===== config.mk =====
export PLATFORM = sky130hd
export DESIGN_NAME = gpio_masked_port
export DESIGN_NICKNAME = d
export VERILOG_FILES = /design/src/rtl/gpio_pkg.sv /design/src/rtl/gpio_sync.sv /design/src/rtl/gpio_decode.sv /design/src/rtl/gpio_regs.sv /design/src/rtl/gpio_readmux.sv /design/src/rtl/gpio_masked_port.sv
export SDC_FILE = /design/constraint.sdc
export NUM_CORES = 1
export LEC_CHECK = 0
export CORE_MARGIN = 2
export CORE_UTILIZATION = 60
export DETAILED_ROUTE_END_ITERATION = 6
export DONT_BUFFER_PORTS = 1
export HOLD_SLACK_MARGIN = 0.1
export PLACE_DENSITY = 0.81
export SLEW_MARGIN = 20
export SYNTH_ARGS = -nofsm -noshare
export SYNTH_HDL_FRONTEND = slang
export SYNTH_SLANG_ARGS = --single-unit

===== constraint.sdc =====
create_clock -name clk -period 1.3 [get_ports clk]
set_input_delay 0.13 -clock clk [delete_from_list [all_inputs] [get_ports clk]]
set_output_delay 0.13 -clock clk [all_outputs]
set_load 0.05 [all_outputs]

===== src/rtl/gpio_pkg.sv =====
package gpio_pkg;

  // Which register an access targets.
  typedef enum logic [1:0] {
    RGN_NONE = 2'd0,
    RGN_DATA = 2'd1,
    RGN_DIR  = 2'd2
  } gpio_region_e;

endpackage


===== src/rtl/gpio_sync.sv =====
module gpio_sync #(
  parameter int WIDTH  = 8,
  parameter int STAGES = 2
) (
  input  logic             clk,
  input  logic             rst,
  input  logic [WIDTH-1:0] d,
  output logic [WIDTH-1:0] q
);

  logic [WIDTH-1:0] stage_q [STAGES];

  for (genvar s = 0; s < STAGES; s++) begin : g_stage
    if (s == 0) begin : g_first
      always_ff @(posedge clk) begin
        if (rst) stage_q[0] <= '0;
        else     stage_q[0] <= d;
      end
    end else begin : g_next
      always_ff @(posedge clk) begin
        if (rst) stage_q[s] <= '0;
        else     stage_q[s] <= stage_q[s-1];
      end
    end
  end

  assign q = stage_q[STAGES-1];

endmodule


===== src/rtl/gpio_decode.sv =====
module gpio_decode
  import gpio_pkg::*;
#(
  parameter int NUM_PINS = 8,
  parameter int ADDR_W   = 12
) (
  input  logic [ADDR_W-1:0]   addr,
  output gpio_region_e        region,
  output logic [NUM_PINS-1:0] pin_mask
);

  // Byte lanes are ignored: decode on the word address only.
  localparam int WORD_W = ADDR_W - 2;
  localparam logic [WORD_W-1:0] DIR_WORD = WORD_W'(1 << NUM_PINS);

  logic [WORD_W-1:0] word;

  assign word     = addr[ADDR_W-1:2];
  assign pin_mask = word[NUM_PINS-1:0];

  always_comb begin
    if (word < DIR_WORD)       region = RGN_DATA;
    else if (word == DIR_WORD) region = RGN_DIR;
    else                       region = RGN_NONE;
  end

endmodule


===== src/rtl/gpio_regs.sv =====
module gpio_regs #(
  parameter int NUM_PINS = 8
) (
  input  logic                clk,
  input  logic                rst,
  input  logic                wr_dir,
  input  logic                wr_data,
  input  logic [NUM_PINS-1:0] pin_mask,
  input  logic [NUM_PINS-1:0] wdata,
  output logic [NUM_PINS-1:0] dir_q,
  output logic [NUM_PINS-1:0] data_q
);

  always_ff @(posedge clk) begin
    if (rst)         dir_q <= '0;
    else if (wr_dir) dir_q <= wdata;
  end

  // A bit changes only if its pin is selected and currently an output.
  for (genvar n = 0; n < NUM_PINS; n++) begin : g_bit
    logic upd;
    assign upd = wr_data & pin_mask[n] & dir_q[n];
    always_ff @(posedge clk) begin
      if (rst)      data_q[n] <= 1'b0;
      else if (upd) data_q[n] <= wdata[n];
    end
  end

endmodule


===== src/rtl/gpio_readmux.sv =====
module gpio_readmux
  import gpio_pkg::*;
#(
  parameter int NUM_PINS = 8
) (
  input  logic                clk,
  input  logic                rst,
  input  logic                rd_en,
  input  gpio_region_e        region,
  input  logic [NUM_PINS-1:0] pin_mask,
  input  logic [NUM_PINS-1:0] dir_q,
  input  logic [NUM_PINS-1:0] data_q,
  input  logic [NUM_PINS-1:0] pins_sync,
  output logic [NUM_PINS-1:0] rdata_q
);

  logic [NUM_PINS-1:0] pin_val;
  logic [NUM_PINS-1:0] rd_next;

  // Output pins report the driven value, input pins the synchronised pad.
  for (genvar n = 0; n < NUM_PINS; n++) begin : g_val
    assign pin_val[n] = dir_q[n] ? data_q[n] : pins_sync[n];
  end

  always_comb begin
    rd_next = '0;
    if (rd_en) begin
      case (region)
        RGN_DATA: rd_next = pin_val & pin_mask;
        RGN_DIR:  rd_next = dir_q;
        default:  rd_next = '0;
      endcase
    end
  end

  always_ff @(posedge clk) begin
    if (rst) rdata_q <= '0;
    else     rdata_q <= rd_next;
  end

endmodule


===== src/rtl/gpio_masked_port.sv =====
module gpio_masked_port
  import gpio_pkg::*;
#(
  parameter int NUM_PINS    = 8,
  parameter int ADDR_W      = 12,
  parameter int SYNC_STAGES = 2
) (
  input  logic                clk,
  input  logic                rst,
  input  logic                bus_sel,
  input  logic                bus_wr,
  input  logic [ADDR_W-1:0]   bus_addr,
  input  logic [NUM_PINS-1:0] bus_wdata,
  output logic [NUM_PINS-1:0] bus_rdata,
  input  logic [NUM_PINS-1:0] pad_in,
  output logic [NUM_PINS-1:0] pad_out,
  output logic [NUM_PINS-1:0] pad_oe
);

  gpio_region_e        region;
  logic [NUM_PINS-1:0] pin_mask;
  logic [NUM_PINS-1:0] dir_q;
  logic [NUM_PINS-1:0] data_q;
  logic [NUM_PINS-1:0] pins_sync;
  logic                wr_dir;
  logic                wr_data;
  logic                rd_en;

  gpio_decode #(.NUM_PINS(NUM_PINS), .ADDR_W(ADDR_W)) u_decode (
    .addr     (bus_addr),
    .region   (region),
    .pin_mask (pin_mask)
  );

  assign wr_dir  = bus_sel & bus_wr & (region == RGN_DIR);
  assign wr_data = bus_sel & bus_wr & (region == RGN_DATA);
  assign rd_en   = bus_sel & ~bus_wr;

  gpio_regs #(.NUM_PINS(NUM_PINS)) u_regs (
    .clk      (clk),
    .rst      (rst),
    .wr_dir   (wr_dir),
    .wr_data  (wr_data),
    .pin_mask (pin_mask),
    .wdata    (bus_wdata),
    .dir_q    (dir_q),
    .data_q   (data_q)
  );

  gpio_sync #(.WIDTH(NUM_PINS), .STAGES(SYNC_STAGES)) u_sync (
    .clk (clk),
    .rst (rst),
    .d   (pad_in),
    .q   (pins_sync)
  );

  gpio_readmux #(.NUM_PINS(NUM_PINS)) u_readmux (
    .clk       (clk),
    .rst       (rst),
    .rd_en     (rd_en),
    .region    (region),
    .pin_mask  (pin_mask),
    .dir_q     (dir_q),
    .data_q    (data_q),
    .pins_sync (pins_sync),
    .rdata_q   (bus_rdata)
  );

  assign pad_out = data_q;
  assign pad_oe  = dir_q;

endmodule


==> results by group, run 1 <==
Worst setup path
  • Crit-path max FO: 6
  • Setup Crit Path Kind: register to register
  • Worst path required time: 1.60 ns
  • CP top delay family: buffers and inverters
  • Worst path cell trace: nand4_1, dlygate4sd3_1, a21oi_1
  • CP Launch Type: register
  • Slowest cell on the critical path: dlygate4sd3_1
  • Critical path arrival: roughly 1.6 ns
  • CP endpoint kind: register
  • CP Buf/Inv Count: 1
  • Slowest stage delay, CP: 0.58 ns

Route
  • Final wirelength: between 5000 and 6000 um
  • Via count: 1675
  • Starting DRT DRC Count: a little under 200
  • Via density: between 6 and 7
  • Post-route DRC violation count: 0
  • Wire per inst: roughly 22 um
  • DR pass1 iterations: 5
  • Post-route ant nets: 0

Global routing
  • Initial antenna violation count: 0
  • Gr ovfl total: 0
  • Vias in the first global route: ~1600
  • GRT Overall Usage: 37.0%
  • Largest net degree at the start of global routing: 24
  • First-pass GRT wire length: between 8000 and 9000 um

Logic synthesis
  • Mapped Area: ~1600 um2
  • Synth Area in Adders: 0%
  • Gate Count Post-Synth: 160
  • Unique masters post-synth: 20
  • Mapped Nets: between 150 and 200
  • Mean post-synth cell area: between 9 and 10 um2
  • Mux share of post-synthesis cell area: 10.7%
  • Post-synthesis register bit count: 40
  • YS warnings: 0
  • Largest family of logic cells by synthesized area: simple AND/OR/NAND/NOR gates
  • Post-synthesis xor/xnor area fraction: 0%
  • Simple logic cell fraction of the synthesized area: between 20 and 30%
  • Synth Area in Compound Gates: between 7 and 8%
  • Sequential cell area fraction in the yosys report: between 50 and 60%

Power and ir drop
  • PD cells: between 1000 and 1500 nW/um2
  • Static leakage: 0.844 nW
  • Worst vdd ir: 1.00 mV
  • Power Total: approximately 2.3 mW

Clocking
  • H-tree Lvls: 2
  • TritonCTS buffer count: 5
  • # clock sinks: 40
  • Clock buffer depth: 2
  • CTS Root Cell: clkbuf_4
  • CTS tree: yes
  • Clk slew on worst S/H paths: roughly 0.12 ns
  • Worst skew pair latency: roughly 0.38 ns

Final layout
  • Leading cell type in the layout, fill and taps excluded: dlygate4sd3_1
  • # diodes: 0
  • Share of cells above drive strength 1: between 20% and 30%
  • Fin nets: 255
  • Area growth syn-to-layout: 43.0%
  • Final std cells w/o fill: about 250
  • Final Cell Area: between 2000 and 2500 um2
  • Commonest non-fill, non-tap cells in the layout: dlygate4sd3_1, dfxtp_1, buf_4

Timing
  • Finish-stage setup viols: 1
  • Final Max Tran Viols: 0
  • Part of the cycle the worst path needs: 102%
  • Final worst slack: -0.0204 ns
  • Hold slack: between 0.1 and 0.15 ns
  • Worst-margin pin slew: about 0.85 ns
  • Fmax: 757 MHz
  • Max-slew headroom: a little over two fifths
  • Setup TNS: -0.0204 ns
  • Final Hold Fails: 0
  • Clock period minus worst slack: about 1.3 ns
  • Final Skew: about 0.0067 ns

Place
  • DP Wirelength: between 2000 and 3000 um
  • Placed Instances: ~210
  • Gp weighted congestion: roughly 0.75
  • Port bufs: 0
  • Placed instance area: between 1500 and 2000 um2

Hold path
  • Tightest Hold Check Type: input port to register

Floorplan
  • Die Span Y: 55.5 um
  • DIE AREA: 3090 um2
  • DIE WIDTH: around 56 um
  • Core area: ~2500 um2
  • I/O pins: 56
  • Row count: 18
  • Initial core utilization: between 60% and 70%

Outcome
  • Violated checks: setup timing
  • Run status: complete, but fails checks

Flow run
  • Max cap viols: 0
-- flip-flops by register name, summed over array words and instances (netlist names) --
signal	count
u_readmux.rdata_q	8
u_sync.stage_q	16
u_regs.data_q	8
u_regs.dir_q	8
-- power breakdown --
| group | switching [mW] | internal, mW | total, mW | leakage (nW) |
|---|---|---|---|---|
| Clock | 0.448 | 0.400 | 0.848 | 0.0412 |
| Combinational | 0.0889 | 0.118 | 0.207 | 0.472 |
| Sequential | 0.00929 | 1.24 | 1.25 | 0.331 |
-- layout make-up --
class / instances / area (um2)
timing repair buffer: 63 / 576
clock inverter: 3 / 42.5
clock buffer: 5 / 37.5
fill: 111 / 220
tap: 30 / 37.5
sequential: 40 / 821
multi-input combinational: 113 / 766
-- worst paths after layout --
path | from | end | slack, ns | cells past startpoint
worst max-delay path | u_regs.dir_q[2] | u_regs.data_q[2] | -0.02 | 3
worst min-delay path | bus_addr[10] | u_regs.data_q[5] | 0.10 | 4
worst min register to register | u_sync.stage_q[0][3] | u_sync.stage_q[1][3] | 0.45 | 1
worst max register to register | u_regs.dir_q[2] | u_regs.data_q[2] | -0.02 | 3
-- layer usage --
metal / global-route usage, % / share of wire [%] / up-vias
li1: - / - / 698
met2: 60.5 / 49 / 157
met1: 42.2 / 35 / 782
met5: 0 / 0 / -
met4: 23.3 / 5.1 / 0
met3: 10.3 / 11 / 38
-- tightest hold or removal path, delay by kind of cell --
family                 cells  cell delay (ns)
buffers and inverters      1             0.14
AND/OR/NAND/NOR            2             0.11
AO/OA/AOI/OAI              1             0.06
-- cells in the mapped netlist --
library cell  number  area, um2
a21oi_1           16       80.1
and4b_1            1       10.0
buf_6              1       11.3
clkbuf_1           6       22.5
dfxtp_1           40        801
mux2_2             8       90.1
mux2i_1            8       80.1
nand2_1            9       33.8
nand2b_1          16        100
nand3_1            8       40.0
nand4_1           16        100
nand4bb_1          1       11.3
nor2_1             1       3.75
nor2_2             1       6.26
nor2b_1           16        100
nor4_4             1       21.3
nor4b_4            1       23.8
nor4bb_1           1       10.0
o21ai_0            8       40.0
or3b_2             1       8.76
-- stage by stage --
stage / worst slack (ns) / utilization, %
floorplan: 0.128 / -
global placement: 0.225 / 71.8
detailed placement: 0.197 / 71.8
CTS: 0.0523 / 89.8
global route: -0.0235 / 91.2
finish: -0.0204 / 91.2
-- kinds of logic after synthesis --
logic type,count (synthesis)
buffers and inverters,7
muxes,16
AOI/OAI and AO/OA,24
DFF,40
and+or+nand+nor,73
-- repair_timing --
item | in CTS | in global routing
hold buffers | 36 | 0
setup buffers | 0 | 2
resized for setup | 0 | 6
setup endpoints to repair | 0 | 5
hold endpoints to repair | 40 | 0
Note: power is estimated with default switching activity, not from simulation.
==> run 2: changes to the inputs <==
- ABC_AREA: default -> 1
==> run 2 against run 1 <==
Effect of this change:
- sequential cell count unchanged
- the run now ends clean
- synthesized area increased by 0.78%
- global-route usage fell by 6.2 points
- critical path type is now register to primary output
- worst hold slack improved by 0.0016 ns
- maximum frequency rose by 9.3%
- via count fell by 2.1%
- critical path depth decreased by 2
- clock skew is 0.0070 ns higher
- sequential power hardly changed
- critical endpoint is now pad_oe[0]
==> results by group, run 2 <==
Logic synthesis
  • Gate Count Post-Synth: 222 (+39%)
  • YS warnings: 0 (unchanged)
  • Share of the synthesized area in the top cell type: 49.8% (-0.39 points)
  • Sequential cell area fraction in the yosys report: 49.8% (-0.39 points)
  • Synth cell count leaders: nor2_1, dfxtp_1, nand2_1
  • Yosys top cell by area: dfxtp_1
  • Unique masters post-synth: 17 (-15%)
  • Asr flop ratio synth: 0% (unchanged)
  • Post-synth top flop: dfxtp_1
  • Most frequent cell after synthesis: nor2_1
  • Synth area leaders: dfxtp_1, nor2_1, nand2_1
  • Mapped Area: 1610 um2 (+0.78%)
  • Mean post-synth cell area: 7.24 um2 (-27%)
  • Post-synth EDFFs: 0 (unchanged)
  • Mapped Nets: 254 (+32%)
  • Post-synthesis register bit count: 40 (unchanged)

Clocking
  • Clock buffer depth: 2 (unchanged)
  • Clk slew on worst S/H paths: 0.12 ns (about the same)
  • CTS Root Cell: clkbuf_4
  • Worst skew pair latency: 0.36 ns (-0.02 ns)
  • Post-CTS Resized: 0 (unchanged)
  • # clock sinks: 40 (unchanged)
  • CTS tree: yes
  • H-tree Lvls: 2 (unchanged)
  • TritonCTS buffer count: 5 (unchanged)
  • Post-CTS Repair Setup Buffers: 0 (unchanged)

Floorplan
  • DIE AREA: 3110 um2 (+0.72%)
  • Initial core utilization: 64.3% (+0.50 points)
  • Row count: 18 (unchanged)
  • Core area: 2500 um2 (unchanged)
  • I/O pins: 56 (unchanged)
  • Die Span Y: 55.7 um (+0.36%)
  • DIE WIDTH: 55.7 um (+0.36%)

Final layout
  • Area growth syn-to-layout: 31.1%
  • # diodes: 0 (unchanged)
  • Commonest non-fill, non-tap cells in the layout: nor2_1, dfxtp_1, nand2_1, inv_1, dlygate4sd3_1
  • Final Cell Area: 2110 um2 (-7.6%)
  • Leading cell type in the layout, fill and taps excluded: nor2_1
  • Reg with most FFs: u_sync.stage_q
  • Max FFs per register: 16 (unchanged)
  • Share of cells above drive strength 1: 11.4% (-14 points)
  • Fin nets: 303 (+19%)

Timing
  • Part of the cycle the worst path needs: 92.9% (-8.7 points)
  • Setup TNS: 0 ns (+0.0204 ns)
  • Max-slew headroom: 58.3% (+15 points)
  • Finish-stage setup viols: 0 (-1)
  • Final Skew: 0.0137 ns (+0.00699 ns)
  • Final Max Tran Viols: 0 (unchanged)
  • Hold slack: 0.106 ns (+0.00165 ns)
  • Worst-margin pin slew: 0.624 ns (-0.230 ns)
  • Clock period minus worst slack: 1.21 ns (-0.113 ns)
  • Fmax: 828 MHz (+9.3%)
  • RSZ-0062 raised after global routing: no
  • Final Hold Fails: 0 (unchanged)

Route
  • Wire per inst: 15.6 um (-30%)
  • Final wirelength: 4710 um (-17%)
  • Starting DRT DRC Count: 111 (-43%)
  • Post-route ant nets: 0 (unchanged)
  • Post-route DRC violation count: 0 (unchanged)
  • Via density: 5.45 (-17%)
  • DR pass1 iterations: 4 (-1)
  • Via count: 1640 (-2.1%)

Global routing
  • Gr ovfl total: 0 (unchanged)
  • First-pass GRT wire length: 7300 um (-15%)
  • Initial antenna violation count: 0 (unchanged)
  • Vias in the first global route: 1663 (+0.97%)
  • GRT Overall Usage: 30.8% (-6.2 points)
  • Largest net degree at the start of global routing: 19 (-21%)

Power and ir drop
  • PD cells: 1020 nW/um2 (+0.55%)
  • Static leakage: 0.952 nW (+13%)
  • Power Total: 2.14 mW (-7.1%)
  • Worst vdd ir: 0.929 mV (-7.3%)

Outcome
  • Run status: complete, no violations

Worst setup path
  • Critical path capture point: pad_oe[0]
  • R2R Path End: u_readmux.rdata_q[3]
  • Flop-to-flop setup slack: 0.22 ns (+0.24 ns)
  • Worst path required time: 1.17 ns (-0.43 ns)
  • CP Launch Type: register
  • Setup Crit Path Kind: register to primary output
  • CP Buf/Inv Count: 1 (unchanged)
  • CP endpoint kind: primary output
  • R2R Path Start: u_regs.dir_q[3]
  • Slowest cell on the critical path: dfxtp_1
  • Critical path origin: u_regs.dir_q[0]
  • Critical path arrival: 1.08 ns (-0.54 ns)
  • Crit-path max FO: 7 (+1)
  • CP top delay family: flip-flops
  • Reg2Reg Depth: 4 (+1)
  • Worst path depth: 1 (-2)
  • Worst path cell trace: buf_4
  • Slowest stage delay, CP: 0.47 ns (-0.11 ns)

Place
  • DP Wirelength: 2630 um (+4.1%)
  • Gp weighted congestion: 0.832 (+11%)
  • Placed instance area: 1750 um2 (-2.5%)
  • Port bufs: 0 (unchanged)

Flow run
  • Max cap viols: 0 (unchanged)

Hold path
  • Tightest Hold Check Type: input port to register
==> run 2: cell types whose count changed after synthesis, sizes merged, moves of 9 or more <==
cell / previous run / this run
nand2b: 16 / 0
nor2b: 16 / 0
nand2: 9 / 35
nand3: 8 / 17
nor2: 2 / 52
inv: 0 / 35
==> run 2: cell families after synthesis <==
group	after synthesis	share of synthesized area, %
buffers and inverters	40	9.97
and+or+nand+nor	116	32.1
DFF	40	49.8
AOI/OAI and AO/OA	26	8.10
==> run 2: worst min path at each step <==
stage | from | endpoint | cells after the start
after floorplan | pad_in[0] | u_sync.stage_q[0][0] | 2
after global placement | rst | u_regs.data_q[0] | 1
after detailed placement | rst | u_sync.stage_q[1][7] | 1
after CTS | bus_addr[7] | u_readmux.rdata_q[4] | 5
after global routing | rst | u_regs.data_q[5] | 4
final | bus_addr[7] | u_readmux.rdata_q[4] | 5
==> run 2: what timing repair did <==
action                                  in CTS  in global routing
hold endpoints to repair                    40                  0
endpoints found under the setup margin       0                  0
hold buffers                                29                  0
==> run 2: power breakdown <==
group | internal, mW | total [mW] | leakage [nW] | switching [mW]
sequential | 1.25 | 1.26 | 0.326 | 0.00884
clock | 0.307 | 0.700 | 0.0374 | 0.393
combinational | 0.0843 | 0.183 | 0.589 | 0.0988
==> run 2: layout make-up <==
type                            count  area [um2]
Sequential cell                    40         801
Multi-Input combinational cell    142         646
Timing Repair Buffer               47         425
Fill cell                         142         394
Inverter                           35         131
Clock buffer                        7        65.1
Tap cell                           30        37.5
==> run 2: metal layers <==
layer	vias to the layer above	GRT usage, %	wire length (um)
met5	-	0	0
met4	0	15.0	150
met3	21	11.2	427
met2	89	53.9	2360
met1	740	32.4	1770
li1	790	-	-
==> run 2: through the flow <==
stage	std cells	setup slack, ns	utilization [%]
CTS	301	0.104	84.2
detailed placement	265	0.197	70.0
global route	301	0.0411	84.2
global placement	265	0.254	70.0
finish	301	0.0924	84.2
floorplan	222	0.137	-
==> run 3: changes to the inputs <==
- CORE_ASPECT_RATIO: default -> 1.4
==> run 3 against run 2 <==
Effect of this change:
- clock-buffer cell count decreased by 2
- maximum frequency is 4.9% lower
- setup slack worse by 0.063 ns
- clock skew shrank 0.0059 ns
- via count is 3.5% lower
- highest routed layer unchanged
==> results by group, run 3 (same netlist as run 2, synthesis figures left out) <==
Outcome
  • Run status: complete, no violations

Floorplan
  • Die Span Y: 65.2 um (+17%)
  • DIE WIDTH: 47.7 um (-14%)
  • DIE AREA: 3110 um2 (+0.18%)
  • Row count: 22 (+4)
  • I/O pins: 56 (unchanged)
  • Initial core utilization: 62.1% (-2.2 points)
  • Core area: 2590 um2 (+3.5%)

Worst setup path
  • Slowest stage delay, CP: 0.60 ns (+0.13 ns)
  • Crit-path max FO: 6 (-1)
  • CP most frequent cell: nor2_1
  • Worst path cell trace: dlygate4sd3_1, nor3_4, buf_4, nand3_1, nor2_1, nor2_1
  • Flop-to-flop setup slack: 0.33 ns (+0.11 ns)
  • Slowest cell on the critical path: dlygate4sd3_1
  • CP endpoint kind: register
  • Critical path arrival: 1.52 ns (+0.44 ns)
  • Setup Crit Path Kind: input port to register
  • CP Launch Type: input port
  • Worst path required time: 1.55 ns (+0.38 ns)

Global routing
  • First-pass GRT wire length: 6220 um (-15%)
  • Gr ovfl total: 0 (unchanged)
  • Largest net degree at the start of global routing: 19 (unchanged)
  • Initial antenna violation count: 0 (unchanged)
  • Vias in the first global route: 1484 (-11%)
  • GRT Overall Usage: 27.9% (-2.9 points)

Route
  • Final wirelength: 3950 um (-16%)
  • Via density: 5.14 (-5.7%)
  • Starting DRT DRC Count: 66 (-41%)
  • Post-route ant nets: 0 (unchanged)
  • DR pass1 iterations: 4 (unchanged)
  • Wire per inst: 12.8 um (-18%)
  • Post-route DRC violation count: 0 (unchanged)
  • Via count: 1583 (-3.5%)

Hold path
  • Tightest Hold Check Type: input port to register

Timing
  • Fmax: 787 MHz (-4.9%)
  • Final Hold Fails: 0 (unchanged)
  • Finish-stage setup viols: 0 (unchanged)
  • Final Max Tran Viols: 0 (unchanged)
  • Max-slew headroom: 58.5% (+0.23 points)
  • Final Skew: 0.00778 ns (-0.00591 ns)
  • Clock period minus worst slack: 1.27 ns (+0.0628 ns)
  • Worst-margin pin slew: 0.620 ns (-0.00351 ns)
  • Part of the cycle the worst path needs: 97.7% (+4.8 points)

Power and ir drop
  • Power Total: 2.24 mW (+4.4%)
  • Worst vdd ir: 1.06 mV (+14%)
  • Static leakage: 0.949 nW (-0.38%)
  • PD cells: 1050 nW/um2 (+3.6%)

Final layout
  • Area growth syn-to-layout: 32.2%
  • Final Core Density: 82.1% (-2.2 points)
  • Final std cells w/o fill: 308 (+2.3%)
  • Leading cell type in the layout, fill and taps excluded: nor2_1
  • Fin nets: 303 (unchanged)
  • Reg with most FFs: u_sync.stage_q
  • # diodes: 0 (unchanged)
  • Final Cell Area: 2120 um2 (+0.83%)
  • Max FFs per register: 16 (unchanged)
  • Share of cells above drive strength 1: 12.5% (+1.1 points)
  • Commonest non-fill, non-tap cells in the layout: nor2_1, dfxtp_1, nand2_1, inv_1, dlygate4sd3_1

Flow run
  • Max cap viols: 0 (unchanged)

Place
  • Placed instance area: 1760 um2 (+0.43%)
  • Gp weighted congestion: 0.826 (-0.76%)
  • DP Wirelength: 2320 um (-12%)
  • Port bufs: 0 (unchanged)
  • Placed Instances: 271 (+2.3%)

Clocking
  • # clock sinks: 40 (unchanged)
  • TritonCTS buffer count: 5 (unchanged)
  • Clk slew on worst S/H paths: 0.12 ns (about the same)
  • CTS Root Cell: clkbuf_4
  • Clock buffer depth: 2 (unchanged)
  • Worst skew pair latency: 0.35 ns (about the same)
  • CTS tree: yes
  • H-tree Lvls: 2 (unchanged)
==> run 3: cell count changes in the layout (fill, tap and decap cells not counted) <==
cell / before / now
clkbuf_8: 2 / 0
buf_4: 18 / 20
bufinv_16: 0 / 1
dlygate4sd3_1: 29 / 27
clkinvlp_4: 0 / 1
clkinv_2: 0 / 1
==> run 3: metrics by stage <==
step	hold WS, ns	setup TNS [ns]	worst slack (ns)
6_report	0.120	0	0.0295
4_1_cts	0.00837	0	0.0141
3_3_place_gp	0.202	0	0.254
2_1_floorplan	0.237	0	0.137
3_5_place_dp	0.205	0	0.231
5_1_grt	0.134	-0.0241	-0.0241
==> run 3: layer usage <==
metal | routed length (um) | up-vias | GRT usage (%) | share of wire, %
met4 | 94 | 0 | 13.2 | 2.4
met5 | 0 | - | 0 | 0
met1 | 1490 | 694 | 31.5 | 38
li1 | - | 800 | - | -
met2 | 2060 | 78 | 46.7 | 52
met3 | 307 | 11 | 6.87 | 7.8
==> run 3: where the power goes <==
part | leakage, nW | switching (mW) | internal (mW)
combinational | 0.582 | 0.0957 | 0.0860
clock | 0.0412 | 0.397 | 0.401
sequential | 0.326 | 0.00759 | 1.25
==> run 3: critical path: cells and delay by family <==
family                 cells  cell delay (ns)
buffers and inverters      2             0.79
AND/OR/NAND/NOR            4             0.59
==> run 3: area by class of cell <==
cell class	instances	area (um2)
sequential	40	801
multi-input combinational	142	646
fill	185	464
timing repair buffer	47	420
inverter	35	131
tap	36	45.0
clock inverter	3	42.5
clock buffer	5	37.5
==> run 3: repair_timing <==
item                                    CTS  global route
hold endpoints to repair                 40             4
endpoints found under the setup margin    0             8
resized for setup                         0             0
hold buffers                             26             1
buffers inserted                          0             2
==> run 3: worst paths after layout <==
check | from | cells after the start | end
setup / recovery | bus_addr[11] | 6 | u_regs.data_q[6]
hold / removal | bus_addr[7] | 5 | u_readmux.rdata_q[3]
hold reg to reg | u_sync.stage_q[0][4] | 2 | u_sync.stage_q[1][4]
setup reg to reg | u_regs.dir_q[2] | 4 | u_readmux.rdata_q[2]
